**config.mk**
```make
export PLATFORM = sky130hd
export DESIGN_NAME = sdlc_rx_filter
export DESIGN_NICKNAME = d
export VERILOG_FILES = /design/src/rtl/sdlc_rx_pkg.sv /design/src/rtl/sdlc_rx_ctrl.sv /design/src/rtl/sdlc_rx_dpath.sv /design/src/rtl/sdlc_rx_filter.sv
export SDC_FILE = /design/constraint.sdc
export NUM_CORES = 1
export LEC_CHECK = 0
export ABC_CLOCK_PERIOD_IN_PS = 1900
export BUFFER_PORTS_ARGS = -buffer_cell sky130_fd_sc_hd__buf_4
export CELL_PAD_IN_SITES_DETAIL_PLACEMENT = 1
export CELL_PAD_IN_SITES_GLOBAL_PLACEMENT = 1
export CORE_UTILIZATION = 43
export DETAILED_ROUTE_END_ITERATION = 12
export PLACE_DENSITY_LB_ADDON = 0.25
export SLEW_MARGIN = 20
export SYNTH_ARGS = -nofsm -noshare
export SYNTH_HDL_FRONTEND = slang
export SYNTH_SLANG_ARGS = --single-unit
```
**constraint.sdc**
```tcl
create_clock -name clk -period 1.9 [get_ports clk]
set_clock_uncertainty 0.15 [all_clocks]
set_input_delay 0.095 -clock clk [delete_from_list [all_inputs] [get_ports clk]]
set_output_delay 0.095 -clock clk [all_outputs]
set_load 0.05 [all_outputs]
```
**src/rtl/sdlc_rx_pkg.sv**
```systemverilog
`timescale 1ns/1ps
package sdlc_rx_pkg;
  localparam int BYTE_W = 8;
  localparam int CRC_W  = 16;
  localparam logic [CRC_W-1:0] CRC_POLY_REV = 16'h8408;
  localparam logic [CRC_W-1:0] CRC_PRESET   = 16'hFFFF;

  // strobes from the line control to the byte datapath
  typedef struct packed {
    logic bitVal;    // decoded bit of this bit time
    logic dataBit;   // bitVal is payload inside an open frame
    logic flagSeen;  // flag completed on this bit
    logic abortSeen; // seventh one inside an open frame
  } rxStrobe_t;

  function automatic logic [CRC_W-1:0] crcByte(input logic [CRC_W-1:0] cIn,
                                               input logic [BYTE_W-1:0] b);
    logic [CRC_W-1:0] c;
    c = cIn;
    for (int i = 0; i < BYTE_W; i++) begin
      if (c[0] ^ b[i]) c = (c >> 1) ^ CRC_POLY_REV;
      else             c = c >> 1;
    end
    return c;
  endfunction
endpackage

```
**src/rtl/sdlc_rx_ctrl.sv**
```systemverilog
`timescale 1ns/1ps
module sdlc_rx_ctrl
  import sdlc_rx_pkg::*;
(
  input  logic      clk,
  input  logic      rstN,
  input  logic      bitEn,
  input  logic      lineIn,
  input  logic      nrziMode,
  output rxStrobe_t strobe
);
  logic       prevLine;
  logic [2:0] onesRun;
  logic       inFrame;
  logic       decBit;

  always_comb begin
    decBit           = nrziMode ? (lineIn == prevLine) : lineIn;
    strobe.bitVal    = decBit;
    strobe.dataBit   = bitEn && inFrame && (onesRun < 3'd5);
    strobe.flagSeen  = bitEn && !decBit && (onesRun == 3'd6);
    strobe.abortSeen = bitEn && decBit && (onesRun == 3'd6) && inFrame;
  end

  always_ff @(posedge clk or negedge rstN) begin
    if (!rstN) begin
      prevLine <= 1'b1;
      onesRun  <= '0;
      inFrame  <= 1'b0;
    end else if (bitEn) begin
      prevLine <= lineIn;
      if (decBit) onesRun <= (onesRun == 3'd7) ? onesRun : onesRun + 3'd1;
      else        onesRun <= '0;
      if (strobe.flagSeen)       inFrame <= 1'b1;
      else if (strobe.abortSeen) inFrame <= 1'b0;
    end
  end
endmodule

```
**src/rtl/sdlc_rx_dpath.sv**
```systemverilog
`timescale 1ns/1ps
module sdlc_rx_dpath
  import sdlc_rx_pkg::*;
#(
  parameter logic [BYTE_W-1:0] BCAST_ADDR = 8'hFF,
  parameter logic [CRC_W-1:0]  CRC_GOOD   = 16'hF0B8,
  parameter int                CNT_W      = 3
)(
  input  logic              clk,
  input  logic              rstN,
  input  rxStrobe_t         strobe,
  input  logic              noFcsMode,
  input  logic              noCtrlMode,
  input  logic [BYTE_W-1:0] stationAddr,
  output logic [BYTE_W-1:0] outData,
  output logic              outValid,
  output logic              outFirst,
  output logic              outLast,
  output logic              frameGood,
  output logic              frameCrcErr,
  output logic              frameAbort,
  output logic              frameShort
);
  localparam int HOLD_N = 3;
  localparam int BIT_W  = $clog2(BYTE_W);
  localparam logic [CNT_W-1:0] CNT_MAX = '1;

  logic [BYTE_W-1:0]             shiftReg;
  logic [BIT_W-1:0]              bitCnt;
  logic [CNT_W-1:0]              byteCnt;
  logic [CRC_W-1:0]              crcReg;
  logic                          addrHit;
  logic [HOLD_N-1:0][BYTE_W-1:0] holdQ;

  logic [BYTE_W-1:0] newByte, oldest;
  logic [CNT_W-1:0]  depth, minLen;
  logic              byteDone, hitNow;

  always_comb begin
    newByte  = {strobe.bitVal, shiftReg[BYTE_W-1:1]};
    byteDone = strobe.dataBit && (bitCnt == BIT_W'(BYTE_W - 1));
    hitNow   = (newByte == stationAddr) || (newByte == BCAST_ADDR);
    depth    = noFcsMode ? CNT_W'(1) : CNT_W'(3);
    minLen   = CNT_W'(1 + (noCtrlMode ? 0 : 1) + (noFcsMode ? 0 : 2));
    oldest   = noFcsMode ? holdQ[0] : holdQ[HOLD_N-1];
  end

  always_ff @(posedge clk or negedge rstN) begin
    if (!rstN) begin
      shiftReg <= '0; bitCnt <= '0; byteCnt <= '0; crcReg <= CRC_PRESET;
      addrHit  <= 1'b0; holdQ <= '0; outData <= '0;
      outValid <= 1'b0; outFirst <= 1'b0; outLast <= 1'b0;
      frameGood <= 1'b0; frameCrcErr <= 1'b0; frameAbort <= 1'b0; frameShort <= 1'b0;
    end else begin
      outValid <= 1'b0; outFirst <= 1'b0; outLast <= 1'b0;
      frameGood <= 1'b0; frameCrcErr <= 1'b0; frameAbort <= 1'b0; frameShort <= 1'b0;
      if (strobe.flagSeen || strobe.abortSeen) begin
        if (byteCnt != '0 && addrHit) begin
          if (strobe.abortSeen) begin
            frameAbort <= 1'b1;
          end else if (byteCnt < minLen) begin
            frameShort <= 1'b1;
          end else begin
            outValid    <= 1'b1;
            outData     <= oldest;
            outLast     <= 1'b1;
            outFirst    <= (byteCnt == depth);
            frameGood   <= noFcsMode || (crcReg == CRC_GOOD);
            frameCrcErr <= !noFcsMode && (crcReg != CRC_GOOD);
          end
        end
        byteCnt <= '0; bitCnt <= '0; crcReg <= CRC_PRESET; addrHit <= 1'b0;
      end else if (strobe.dataBit) begin
        shiftReg <= newByte;
        bitCnt   <= bitCnt + 1'b1;
        if (byteDone) begin
          holdQ  <= {holdQ[HOLD_N-2:0], newByte};
          crcReg <= crcByte(crcReg, newByte);
          if (byteCnt != CNT_MAX) byteCnt <= byteCnt + 1'b1;
          if (byteCnt == '0) addrHit <= hitNow;
          if (addrHit && byteCnt >= depth) begin
            outValid <= 1'b1;
            outData  <= oldest;
            outFirst <= (byteCnt == depth);
          end
        end
      end
    end
  end
endmodule

```
**src/rtl/sdlc_rx_filter.sv**
```systemverilog
`timescale 1ns/1ps
module sdlc_rx_filter
  import sdlc_rx_pkg::*;
#(
  parameter logic [7:0]  BCAST_ADDR = 8'hFF,
  parameter logic [15:0] CRC_GOOD   = 16'hF0B8,
  parameter int          CNT_W      = 3
)(
  input  logic       clk,
  input  logic       rstN,
  input  logic       bitEn,
  input  logic       lineIn,
  input  logic       nrziMode,
  input  logic       noFcsMode,
  input  logic       noCtrlMode,
  input  logic [7:0] stationAddr,
  output logic [7:0] outData,
  output logic       outValid,
  output logic       outFirst,
  output logic       outLast,
  output logic       frameGood,
  output logic       frameCrcErr,
  output logic       frameAbort,
  output logic       frameShort
);
  rxStrobe_t strobe;

  sdlc_rx_ctrl u_ctrl (
    .clk(clk), .rstN(rstN), .bitEn(bitEn), .lineIn(lineIn),
    .nrziMode(nrziMode), .strobe(strobe)
  );

  sdlc_rx_dpath #(.BCAST_ADDR(BCAST_ADDR), .CRC_GOOD(CRC_GOOD), .CNT_W(CNT_W)) u_dpath (
    .clk(clk), .rstN(rstN), .strobe(strobe),
    .noFcsMode(noFcsMode), .noCtrlMode(noCtrlMode), .stationAddr(stationAddr),
    .outData(outData), .outValid(outValid), .outFirst(outFirst), .outLast(outLast),
    .frameGood(frameGood), .frameCrcErr(frameCrcErr),
    .frameAbort(frameAbort), .frameShort(frameShort)
  );
endmodule

```
==> metrics.cfg, run 1 <==
[grt]
grt_pass1_vias = 2965
overflow = 0
antenna_found_initial = 0
grt_use_total_pct = 23.3
grt_max_degree = 39
grt_pass1_wl_um = 15100

[power]
switching_share_pct = 31.5
internal_power_mw = 2.82
power_per_cell_area_mw_per_mm2 = 873
combPwrFrac_pct = 24.8
sequentialPowerShare_pct = 46.6
p_leak_nw = 2.28
ir_drop_mv = 0.643
pwr-share-clk_pct = 28.6
p_sw_mw = 1.29

[drt]
drc = 0
postRouteAntennaNets = 0
avgRoutedWirePerCell_um = 17.7
wl_um = 9040
num_vias = 2666
dr.pass1.iters = 4
drt_iter0_drc = 83
vias_per_cell = 5.22

[sta]
slew_headroom_pct = 67.2
hold_viol_final = 0
period_share_pct = 105
final-max-slew-violation-count = 0
setup-violations-final = 9
final.setup.worst_slack_ns = -0.0907
rsz0062_at_grt = true
final.min_clock_period_ns = 1.99
fmax_mhz = 502
fin_hold_ws_ns = 0.0810
tightest_slew_ns = 0.492

[worst_setup_path]
path_class = reg2reg
cp_max_fo = 5
critPathArrivalTime_ns = 2.09
worstPathRequired_ns = 2.00
start_kind = flop
end_kind = flop

[floorplan]
ios = 30
die_w_um = 92.7
die_h_um = 92.7
core_mm2 = 0.00785
dieArea_mm2 = 0.00860
start_util_pct = 45.1
num_rows = 32

[logic_synthesis]
netlist_area_mm2 = 0.00354
yosys.cell_types.count = 43
syn_nets = 350
synthFlopType = dfrtp_1
async_flop_share_pct = 100
syn-instance-count = 323
synth_warnings = 0
synth-edff-count = 0
ys_seq_area_share_pct = 52.9
postSynthAreaPerCell_um2 = 11.0
synth-seq-cells = 74

[cells_and_area]
regArea_mm2 = 0.00187
area_delta_synth_final_pct = 32.9
n_antenna_cell = 0
n_fill_cell = 827
final_cell_area_mm2 = 0.00471
finalNetCount = 431
drive_gt1_share_pct = 39.9
multi_input_area_mm2 = 0.00180
stdcell_count = 511

[worst_hold_path]
hold_path.class = in2async

[placement]
dpl-instance-area_mm2 = 0.00422
dp_cells = 482
place.gp.congestion = 0.783
port_buffers = 29
hpwl_um = 5810

[clock_network]
numClockSinks = 74
clockBufferDepth = 2
cts_tree = done
clk_pin_slew_ns = 0.09
htreeDepth = 3
cts_root_buffer = clkbuf_8
cts_buffers = 9
clkLatencyLatePin_ns = 0.36

[outcome]
status = complete, but fails checks
violations = setup timing

[flow_run]
maxCapViolations = 0

[area by class of cell]
cell class                 count  area share, %
clock inverter                 7           1.30
tap                          102           2.71
multi-input combinational    228           38.3
inverter                      13           1.14
clock buffer                   9           2.63
sequential                    74           39.8
timing repair buffer          78           14.1
[power by group through the flow]
stage | Combinational [mW] | Sequential, mW | Clock, mW
2_1_floorplan | 0.615 | 1.91 | 0
3_3_place_gp | 0.919 | 1.93 | 0
3_5_place_dp | 0.957 | 1.94 | 0
4_1_cts | 0.991 | 1.91 | 1.21
5_1_grt | 1.11 | 1.93 | 1.26
6_report | 1.02 | 1.92 | 1.17
[layer usage]
layer  up-vias  share of wire, %  global-route usage (%)  wire, um
met4         0               2.4                    12.2       213
met1      1352                43                    28.2      3920
met2        54                52                    39.9      4670
met5         -                 0                       0         0
met3        18               2.7                    3.78       245
li1       1242                 -                       -         -
[cells in the final DEF, fill, tap and decap left out, types with 7 or more instances in the layout]
cell type   n
xnor2_1    25
clkbuf_8    9
dfstp_2    17
inv_1      11
nand2_1    84
dfrtp_1    57
mux2_4      8
a2bb2oi_1  11
mux2_2     16
buf_4      63
xor2_1      7
o21ai_0     7
[kinds of logic (layout without fill, tap and decap cells)]
family / count (synthesis) / after routing / share of synthesized area (%)
and+or+nand+nor: 119 / 119 / 15.3
DFF: 74 / 74 / 52.9
AOI/OAI and AO/OA: 37 / 38 / 8.23
xor gates and xnor gates: 35 / 35 / 9.08
muxes: 24 / 24 / 7.63
buffers and inverters: 22 / 107 / 2.61
adders and majority gates: 12 / 12 / 4.24
[repair_timing]
action,4_1_cts,5_1_grt
endpoints found under the setup margin,17,51
gates resized for setup,17,20
hold buffers,5,0
endpoints found under the hold margin,63,0
setup buffers,6,3
pin swaps,7,6
cloned,1,0
[path summary, 6_finish.rpt]
check                                   startpoint            endpoint  slack, ns  cells past startpoint
worst min-delay path                          rstN    u_dpath.outFirst       0.08                      2
worst min register to register    u_dpath.holdQ[8]   u_dpath.holdQ[16]       0.33                      2
max in group asynchronous                     rstN  u_dpath.crcReg[15]       0.88                      3
min in group clk                    stationAddr[5]     u_dpath.addrHit       0.10                      6
worst max register to register  u_dpath.byteCnt[1]  u_dpath.outData[2]      -0.09                      6
worst max-delay path            u_dpath.byteCnt[1]  u_dpath.outData[2]      -0.09                      6
[critical path, cell delays in order, from the launching register on]
cell     delay [ns]
dfrtp_1        0.44
ha_4           0.26
a21o_1         0.18
a21o_4         0.24
a21oi_4        0.18
buf_12         0.14
mux2_4         0.29
[Yosys cell counts (2+ instances only)]
| cell type | n | area, um2 |
|---|---|---|
| mux2_2 | 23 | 259 |
| buf_2 | 5 | 25.0 |
| a22o_1 | 2 | 17.5 |
| o22a_1 | 4 | 35.0 |
| xor2_2 | 2 | 32.5 |
| inv_1 | 13 | 48.8 |
| a21oi_1 | 3 | 15.0 |
| a21o_1 | 2 | 15.0 |
| xnor2_1 | 25 | 219 |
| nand2b_1 | 2 | 12.5 |
| nand2_1 | 85 | 319 |
| nand4_1 | 3 | 18.8 |
| or4b_1 | 2 | 20.0 |
| nand4b_1 | 2 | 17.5 |
| dfstp_2 | 17 | 447 |
| nor3_1 | 3 | 15.0 |
| a2bb2oi_1 | 11 | 96.3 |
| dfrtp_1 | 57 | 1430 |
| o21ai_0 | 7 | 35.0 |
| xor2_1 | 8 | 70.1 |
| nor2_1 | 7 | 26.3 |
| o21ai_1 | 2 | 10.0 |
| clkbuf_1 | 2 | 7.51 |
| nand3_1 | 5 | 25.0 |
| ha_1 | 12 | 150 |
| and2_1 | 2 | 12.5 |
[flip-flops by register name, summed over array words and instances, names as in the netlist]
register and count:
u_dpath.holdQ 24, u_dpath.crcReg 16, u_dpath.outData 8, u_dpath.shiftReg 7
u_ctrl.onesRun 3, u_dpath.bitCnt 3, u_dpath.byteCnt 3, u_ctrl.inFrame 1
u_ctrl.prevLine 1, u_dpath.addrHit 1, u_dpath.frameAbort 1, u_dpath.frameCrcErr 1
u_dpath.frameGood 1, u_dpath.frameShort 1, u_dpath.outFirst 1, u_dpath.outLast 1
u_dpath.outValid 1
[stage by stage]
step / setup slack, ns / setup TNS (ns) / util [%] / power, mW
finish: -0.0907 / -0.671 / 60.0 / 4.11
global route: -0.140 / -1.06 / 60.0 / 4.31
CTS: -0.0617 / -0.497 / 58.4 / 4.11
detailed placement: -0.102 / -0.857 / 53.7 / 2.90
global placement: -0.107 / -0.513 / 53.7 / 2.85
floorplan: -0.110 / -0.879 / - / 2.52
(Power assumes the default switching activity.)
==> run 2: changes to the inputs <==
- CELL_PAD_IN_SITES_DETAIL_PLACEMENT: 1 -> unset
- CELL_PAD_IN_SITES_GLOBAL_PLACEMENT: 1 -> unset
- CORE_UTILIZATION: 43 -> 53
- TNS_END_PERCENT: unset -> 100
==> metrics.cfg, run 2 (synthesized netlist as in run 1, its figures left out) <==
[power]
switching_share_pct = 26.9  ; was 31.5%
internal_power_mw = 3.13  ; was 2.82 mW
sequentialPowerShare_pct = 44.7  ; was 46.6%
pwr-share-clk_pct = 33.4  ; was 28.6%
combPwrFrac_pct = 21.9  ; was 24.8%
totalPowerFinal_mw = 4.29  ; was 4.11 mW
power_per_cell_area_mw_per_mm2 = 938  ; was 873 mW/mm2
p_leak_nw = 2.27  ; was 2.28 nW
ir_drop_mv = 0.619  ; was 0.643 mV
p_sw_mw = 1.15  ; was 1.29 mW

[placement]
dp_slack_ns = -0.0730  ; was -0.102 ns
hpwl_um = 4940  ; was 5810 um
dpl-instance-area_mm2 = 0.00418  ; was 0.00422 mm2
place.gp.congestion = 0.821  ; was 0.783
dp_cells = 456  ; was 482
port_buffers = 29  ; unchanged

[cells_and_area]
final_common_cell = nand2_1  ; unchanged
final_cell_area_mm2 = 0.00457  ; was 0.00471 mm2
top_register = u_dpath.holdQ  ; unchanged
stdcell_count = 478  ; was 511
n_antenna_cell = 0  ; unchanged
largest_reg_flops = 24  ; unchanged
area_delta_synth_final_pct = 29.0  ; was 32.9%
drive_gt1_share_pct = 36.9  ; was 39.9%
finalNetCount = 423  ; was 431
reg_top3 = u_dpath.holdQ x24, u_dpath.crcReg x16, u_dpath.outData x8  ; unchanged
layout_common_cells = nand2_1, buf_4, dfrtp_1  ; unchanged
n_fill_cell = 447  ; was 827

[drt]
vias_per_cell = 5.30  ; was 5.22
drt_iter0_drc = 140  ; was 83
avgRoutedWirePerCell_um = 15.2  ; was 17.7 um
wl_um = 7260  ; was 9040 um
dr.pass1.iters = 4  ; unchanged
drc = 0  ; unchanged
postRouteAntennaNets = 0  ; unchanged
num_vias = 2533  ; was 2666

[clock_network]
clockBufferDepth = 2  ; unchanged
htreeDepth = 3  ; unchanged
cts_buffers = 9  ; unchanged
clkLatencyLatePin_ns = 0.35  ; was 0.36 ns
clk_pin_slew_ns = 0.07  ; was 0.09 ns
cts_root_buffer = clkbuf_8  ; unchanged
numClockSinks = 74  ; unchanged
cts_tree = done  ; unchanged

[worst_setup_path]
worstPathRequired_ns = 1.99  ; was 2.00 ns
cp_slowest_cell = dfrtp_1  ; unchanged
critPathMaxStageDelay_ns = 0.39  ; was 0.44 ns
cp_max_fo = 10  ; was 5
path_cells = inv_1 -> ha_1 -> and3_2 -> nand3_4 -> nor2_4 -> a21oi_4 -> buf_12 -> mux2_4  ; was ha_4 -> a21o_1 -> a21o_4 -> a21oi_4 -> buf_12 -> mux2_4
path_class = reg2reg  ; unchanged
end_kind = flop  ; unchanged
critPathArrivalTime_ns = 2.04  ; was 2.09 ns
start_kind = flop  ; unchanged

[outcome]
violations = setup timing  ; unchanged
status = complete, but fails checks  ; unchanged

[sta]
fin_hold_ws_ns = 0.0566  ; was 0.0810 ns
final-max-slew-violation-count = 0  ; unchanged
final.min_clock_period_ns = 1.95  ; was 1.99 ns
tightest_slew_ns = 0.516  ; was 0.492 ns
final.setup.worst_slack_ns = -0.0453  ; was -0.0907 ns
period_share_pct = 102  ; was 105%
slew_headroom_pct = 65.6  ; was 67.2%
hold_viol_final = 0  ; unchanged
rsz0062_at_grt = true  ; unchanged
fmax_mhz = 514  ; was 502 MHz
setup-violations-final = 8  ; was 9

[flow_run]
maxCapViolations = 0  ; unchanged

[floorplan]
num_rows = 29  ; was 32
ios = 30  ; unchanged
die_h_um = 83.7  ; was 92.7 um
die_w_um = 83.7  ; was 92.7 um
dieArea_mm2 = 0.00701  ; was 0.00860 mm2
core_mm2 = 0.00639  ; was 0.00785 mm2
start_util_pct = 55.4  ; was 45.1%

[grt]
grt_use_total_pct = 22.7  ; was 23.3%
overflow = 0  ; unchanged
grt_max_degree = 41  ; was 39
antenna_found_initial = 0  ; unchanged
grt_pass1_vias = 2554  ; was 2965
grt_pass1_wl_um = 12300  ; was 15100 um

[worst_hold_path]
hold_path.class = in2reg  ; was in2async

[run 2: cell count changes in the layout (fill, tap and decap cells not counted), moves of 2 or more]
cell	previous run	this run
buf_6	6	0
bufinv_16	0	2
clkbuf_8	9	12
clkinv_4	2	0
ha_1	5	9
ha_2	3	0
inv_6	3	1
[run 2: layout make-up]
class                      instances  area (um2)  area share (%)
multi-input combinational        227        1710            37.5
inverter                          13        53.8            1.18
tap                               77        96.3            2.11
timing repair buffer              71         593            13.0
clock inverter                     4        72.6            1.59
sequential                        74        1870            41.0
clock buffer                      12         165            3.62
[run 2: path summary, 6_finish.rpt]
path / start / to / slack, ns / depth (start not counted)
worst max-delay path: u_ctrl.onesRun[0] / u_dpath.outData[7] / -0.05 / 8
worst min-delay path: stationAddr[7] / u_dpath.addrHit / 0.06 / 4
worst max register to register: u_ctrl.onesRun[0] / u_dpath.outData[7] / -0.05 / 8
worst min register to register: u_dpath.holdQ[13] / u_dpath.holdQ[21] / 0.31 / 2
max in group asynchronous: rstN / u_dpath.crcReg[11] / 0.89 / 3
min in group asynchronous: rstN / u_dpath.holdQ[17] / 0.10 / 2
[run 2: metal layers]
metal | GRT usage (%) | wire (um) | part of all wire [%]
met3 | 4.15 | 228 | 3.1
met5 | 0 | 0 | 0
met4 | 10.9 | 110 | 1.5
met1 | 30.2 | 3430 | 47
met2 | 35.9 | 3500 | 48
[run 2: power by group through the flow]
stage | clock network, mW | registers (mW) | logic [mW]
floorplan | 0 | 1.91 | 0.615
global placement | 0 | 1.94 | 0.872
detailed placement | 0 | 1.94 | 0.893
CTS | 1.46 | 1.91 | 0.908
global route | 1.51 | 1.94 | 1.03
finish | 1.43 | 1.92 | 0.938
[run 2: per-stage QoR]
stage,setup TNS [ns],utilization [%]
2_1_floorplan,-0.879,-
3_3_place_gp,-0.312,65.4
3_5_place_dp,-0.561,65.4
4_1_cts,-0.106,69.9
5_1_grt,-1.08,71.5
6_report,-0.324,71.5
[run 2: worst max-delay path: cells and delay by family, from the launching register on]
kind,cells,cell delay [ns]
DFF,1,0.39
AOI/OAI and AO/OA,1,0.16
muxes,1,0.29
buffers and inverters,2,0.22
and+or+nand+nor,3,0.40
adders and majority gates,1,0.22
[run 2: what timing repair did]
item                                    CTS  global route
setup buffers                             0             2
hold endpoints to repair                 62             0
endpoints found under the setup margin    9            17
gates resized for setup                   2            16
pin swaps                                 2             3
hold buffers                              4             0
==> run 3: changes to the inputs <==
- CORE_UTILIZATION: 53 -> 56
- CTS_BUF_LIST: unset -> sky130_fd_sc_hd__clkbuf_2
- PLACE_DENSITY: unset -> 0.89
- PLACE_DENSITY_LB_ADDON: 0.25 -> unset
==> metrics.cfg, run 3 (synthesized netlist as in run 1, its figures left out) <==
[clock_network]
cts_buffers = 9  ; unchanged
cts_root_buffer = clkbuf_2  ; was clkbuf_8
cts_tree = done  ; unchanged
htreeDepth = 3  ; unchanged
clkLatencyLatePin_ns = 0.53  ; was 0.35 ns
clk_pin_slew_ns = 0.21  ; was 0.07 ns
clockBufferDepth = 2  ; unchanged
numClockSinks = 74  ; unchanged

[worst_setup_path]
worstPathRequired_ns = 2.18  ; was 1.99 ns
rrSetupSlack_ns = -0.13  ; was -0.05 ns
r2r-end = u_dpath.outData[2]  ; was u_dpath.outData[7]
start_kind = flop  ; unchanged
end_kind = flop  ; unchanged
path_class = reg2reg  ; unchanged
cp_max_fo = 10  ; unchanged
r2r-start = u_dpath.byteCnt[1]  ; was u_ctrl.onesRun[0]
r2r_cells = 6  ; was 8
critPathArrivalTime_ns = 2.31  ; was 2.04 ns

[drt]
wl_um = 9300  ; was 7260 um
drt_iter0_drc = 208  ; was 140
drc = 0  ; unchanged
postRouteAntennaNets = 0  ; unchanged
avgRoutedWirePerCell_um = 19.1  ; was 15.2 um
num_vias = 2748  ; was 2533
vias_per_cell = 5.65  ; was 5.30
dr.pass1.iters = 4  ; unchanged

[sta]
final.setup.worst_slack_ns = -0.129  ; was -0.0453 ns
fmax_mhz = 493  ; was 514 MHz
fin_setup_tns_ns = -0.932  ; was -0.324 ns
setup-violations-final = 8  ; unchanged
rsz0062_at_grt = true  ; unchanged
period_share_pct = 107  ; was 102%
tightest_slew_ns = 0.783  ; was 0.516 ns
final-max-slew-violation-count = 0  ; unchanged
slew_headroom_pct = 47.7  ; was 65.6%
hold_viol_final = 0  ; unchanged
final.min_clock_period_ns = 2.03  ; was 1.95 ns

[outcome]
status = complete, but fails checks  ; unchanged
violations = setup timing  ; unchanged

[grt]
grt_pass1_vias = 2883  ; was 2554
overflow = 0  ; unchanged
grt_max_degree = 36  ; was 41
grt_use_total_pct = 28.4  ; was 22.7%
grt_pass1_wl_um = 13600  ; was 12300 um
antenna_found_initial = 0  ; unchanged

[cells_and_area]
largest_reg_flops = 24  ; unchanged
layout_common_cells = nand2_1, buf_4, dfrtp_1  ; unchanged
finalNetCount = 434  ; was 423
final_common_cell = nand2_1  ; unchanged
top_register = u_dpath.holdQ  ; unchanged
final_cell_area_mm2 = 0.00456  ; was 0.00457 mm2
drive_gt1_share_pct = 35.5  ; was 36.9%
reg_top3 = u_dpath.holdQ x24, u_dpath.crcReg x16, u_dpath.outData x8  ; unchanged
n_fill_cell = 356  ; was 447
n_antenna_cell = 0  ; unchanged
area_delta_synth_final_pct = 28.8  ; was 29.0%

[floorplan]
die_h_um = 81.5  ; was 83.7 um
dieArea_mm2 = 0.00664  ; was 0.00701 mm2
die_w_um = 81.5  ; was 83.7 um
start_util_pct = 58.8  ; was 55.4%
core_mm2 = 0.00603  ; was 0.00639 mm2
ios = 30  ; unchanged
num_rows = 28  ; was 29

[worst_hold_path]
whs_path_depth = 5  ; was 4
worstHoldStart = nrziMode  ; was stationAddr[7]
hold_path.class = in2reg  ; unchanged
min_to = u_dpath.holdQ[7]  ; was u_dpath.addrHit

[placement]
dpl-instance-area_mm2 = 0.00414  ; was 0.00418 mm2
dp_slack_ns = -0.115  ; was -0.0730 ns
port_buffers = 29  ; unchanged
place.gp.congestion = 0.840  ; was 0.821
hpwl_um = 5300  ; was 4940 um

[power]
power_per_cell_area_mw_per_mm2 = 836  ; was 938 mW/mm2
ir_drop_mv = 0.430  ; was 0.619 mV
p_leak_nw = 2.28  ; was 2.27 nW

[flow_run]
maxCapViolations = 0  ; unchanged

[run 3: cell types whose count changed in the layout (fill, tap and decap cells not counted), moves of 2 or more]
cell / delta
clkbuf_16: +2
a2bb2oi_2: +2
a2bb2oi_1: -2
clkbuf_8: -12
dlygate4sd3_1: +13
clkbuf_2: +10
buf_4: -5
[run 3: worst max path at each step]
stage / start / to / slack (ns)
floorplan: noFcsMode / u_dpath.outData[0] / -0.11
finish: u_dpath.byteCnt[1] / u_dpath.outData[2] / -0.13
global placement: noCtrlMode / u_dpath.outData[0] / -0.05
detailed placement: noCtrlMode / u_dpath.outData[2] / -0.12
global route: u_ctrl.onesRun[0] / u_dpath.outData[2] / -0.18
CTS: u_dpath.byteCnt[1] / u_dpath.outData[7] / -0.06
[run 3: timing repair]
item / in CTS / in global routing
hold endpoints to repair: 96 / 0
gates cloned: 0 / 2
setup buffers: 2 / 1
pin swaps: 1 / 3
hold buffers: 17 / 0
resized for setup: 6 / 8
setup endpoints to repair: 10 / 39
[run 3: per-layer routing]
layer	share of wire, %	vias up	global-route usage, %
met5	0	-	0
met4	3.2	0	14.8
met3	5.4	26	5.67
met2	52	105	48.6
met1	39	1368	33.8
li1	-	1249	-
[run 3: power by group]
group          leakage, nW  switching, mW  internal, mW
sequential           0.966          0.169          1.78
clock               0.0678          0.575         0.300
combinational         1.25          0.477         0.517
[run 3: worst max-delay path, stage by stage, from the launching register on]
cell and delay, ns:
dfrtp_2 0.49, ha_4 0.25, a21o_1 0.16, a21o_1 0.21, a21oi_4 0.20, buf_12 0.17, mux2_4 0.30
[run 3: stage by stage]
stage                     power [mW]  hold slack (ns)  instances  utilization, %
after global routing            3.98           0.0681        486            75.7
after CTS                       3.74           0.0394        483            74.0
after global placement          2.78           -0.122        449            68.7
final                           3.82           0.0890        486            75.7
after detailed placement        2.83           -0.115        449            68.7
after floorplan                 2.52           -0.351        323               -
[run 3: layout make-up]
| class | count | area, um2 | area share [%] |
|---|---|---|---|
| clock buffer | 10 | 50.0 | 1.10 |
| clock inverter | 5 | 56.3 | 1.23 |
| inverter | 13 | 53.8 | 1.18 |
| multi-input combinational | 227 | 1680 | 36.9 |
| sequential | 74 | 1870 | 41.1 |
| tap | 75 | 93.8 | 2.06 |
| timing repair buffer | 82 | 751 | 16.5 |
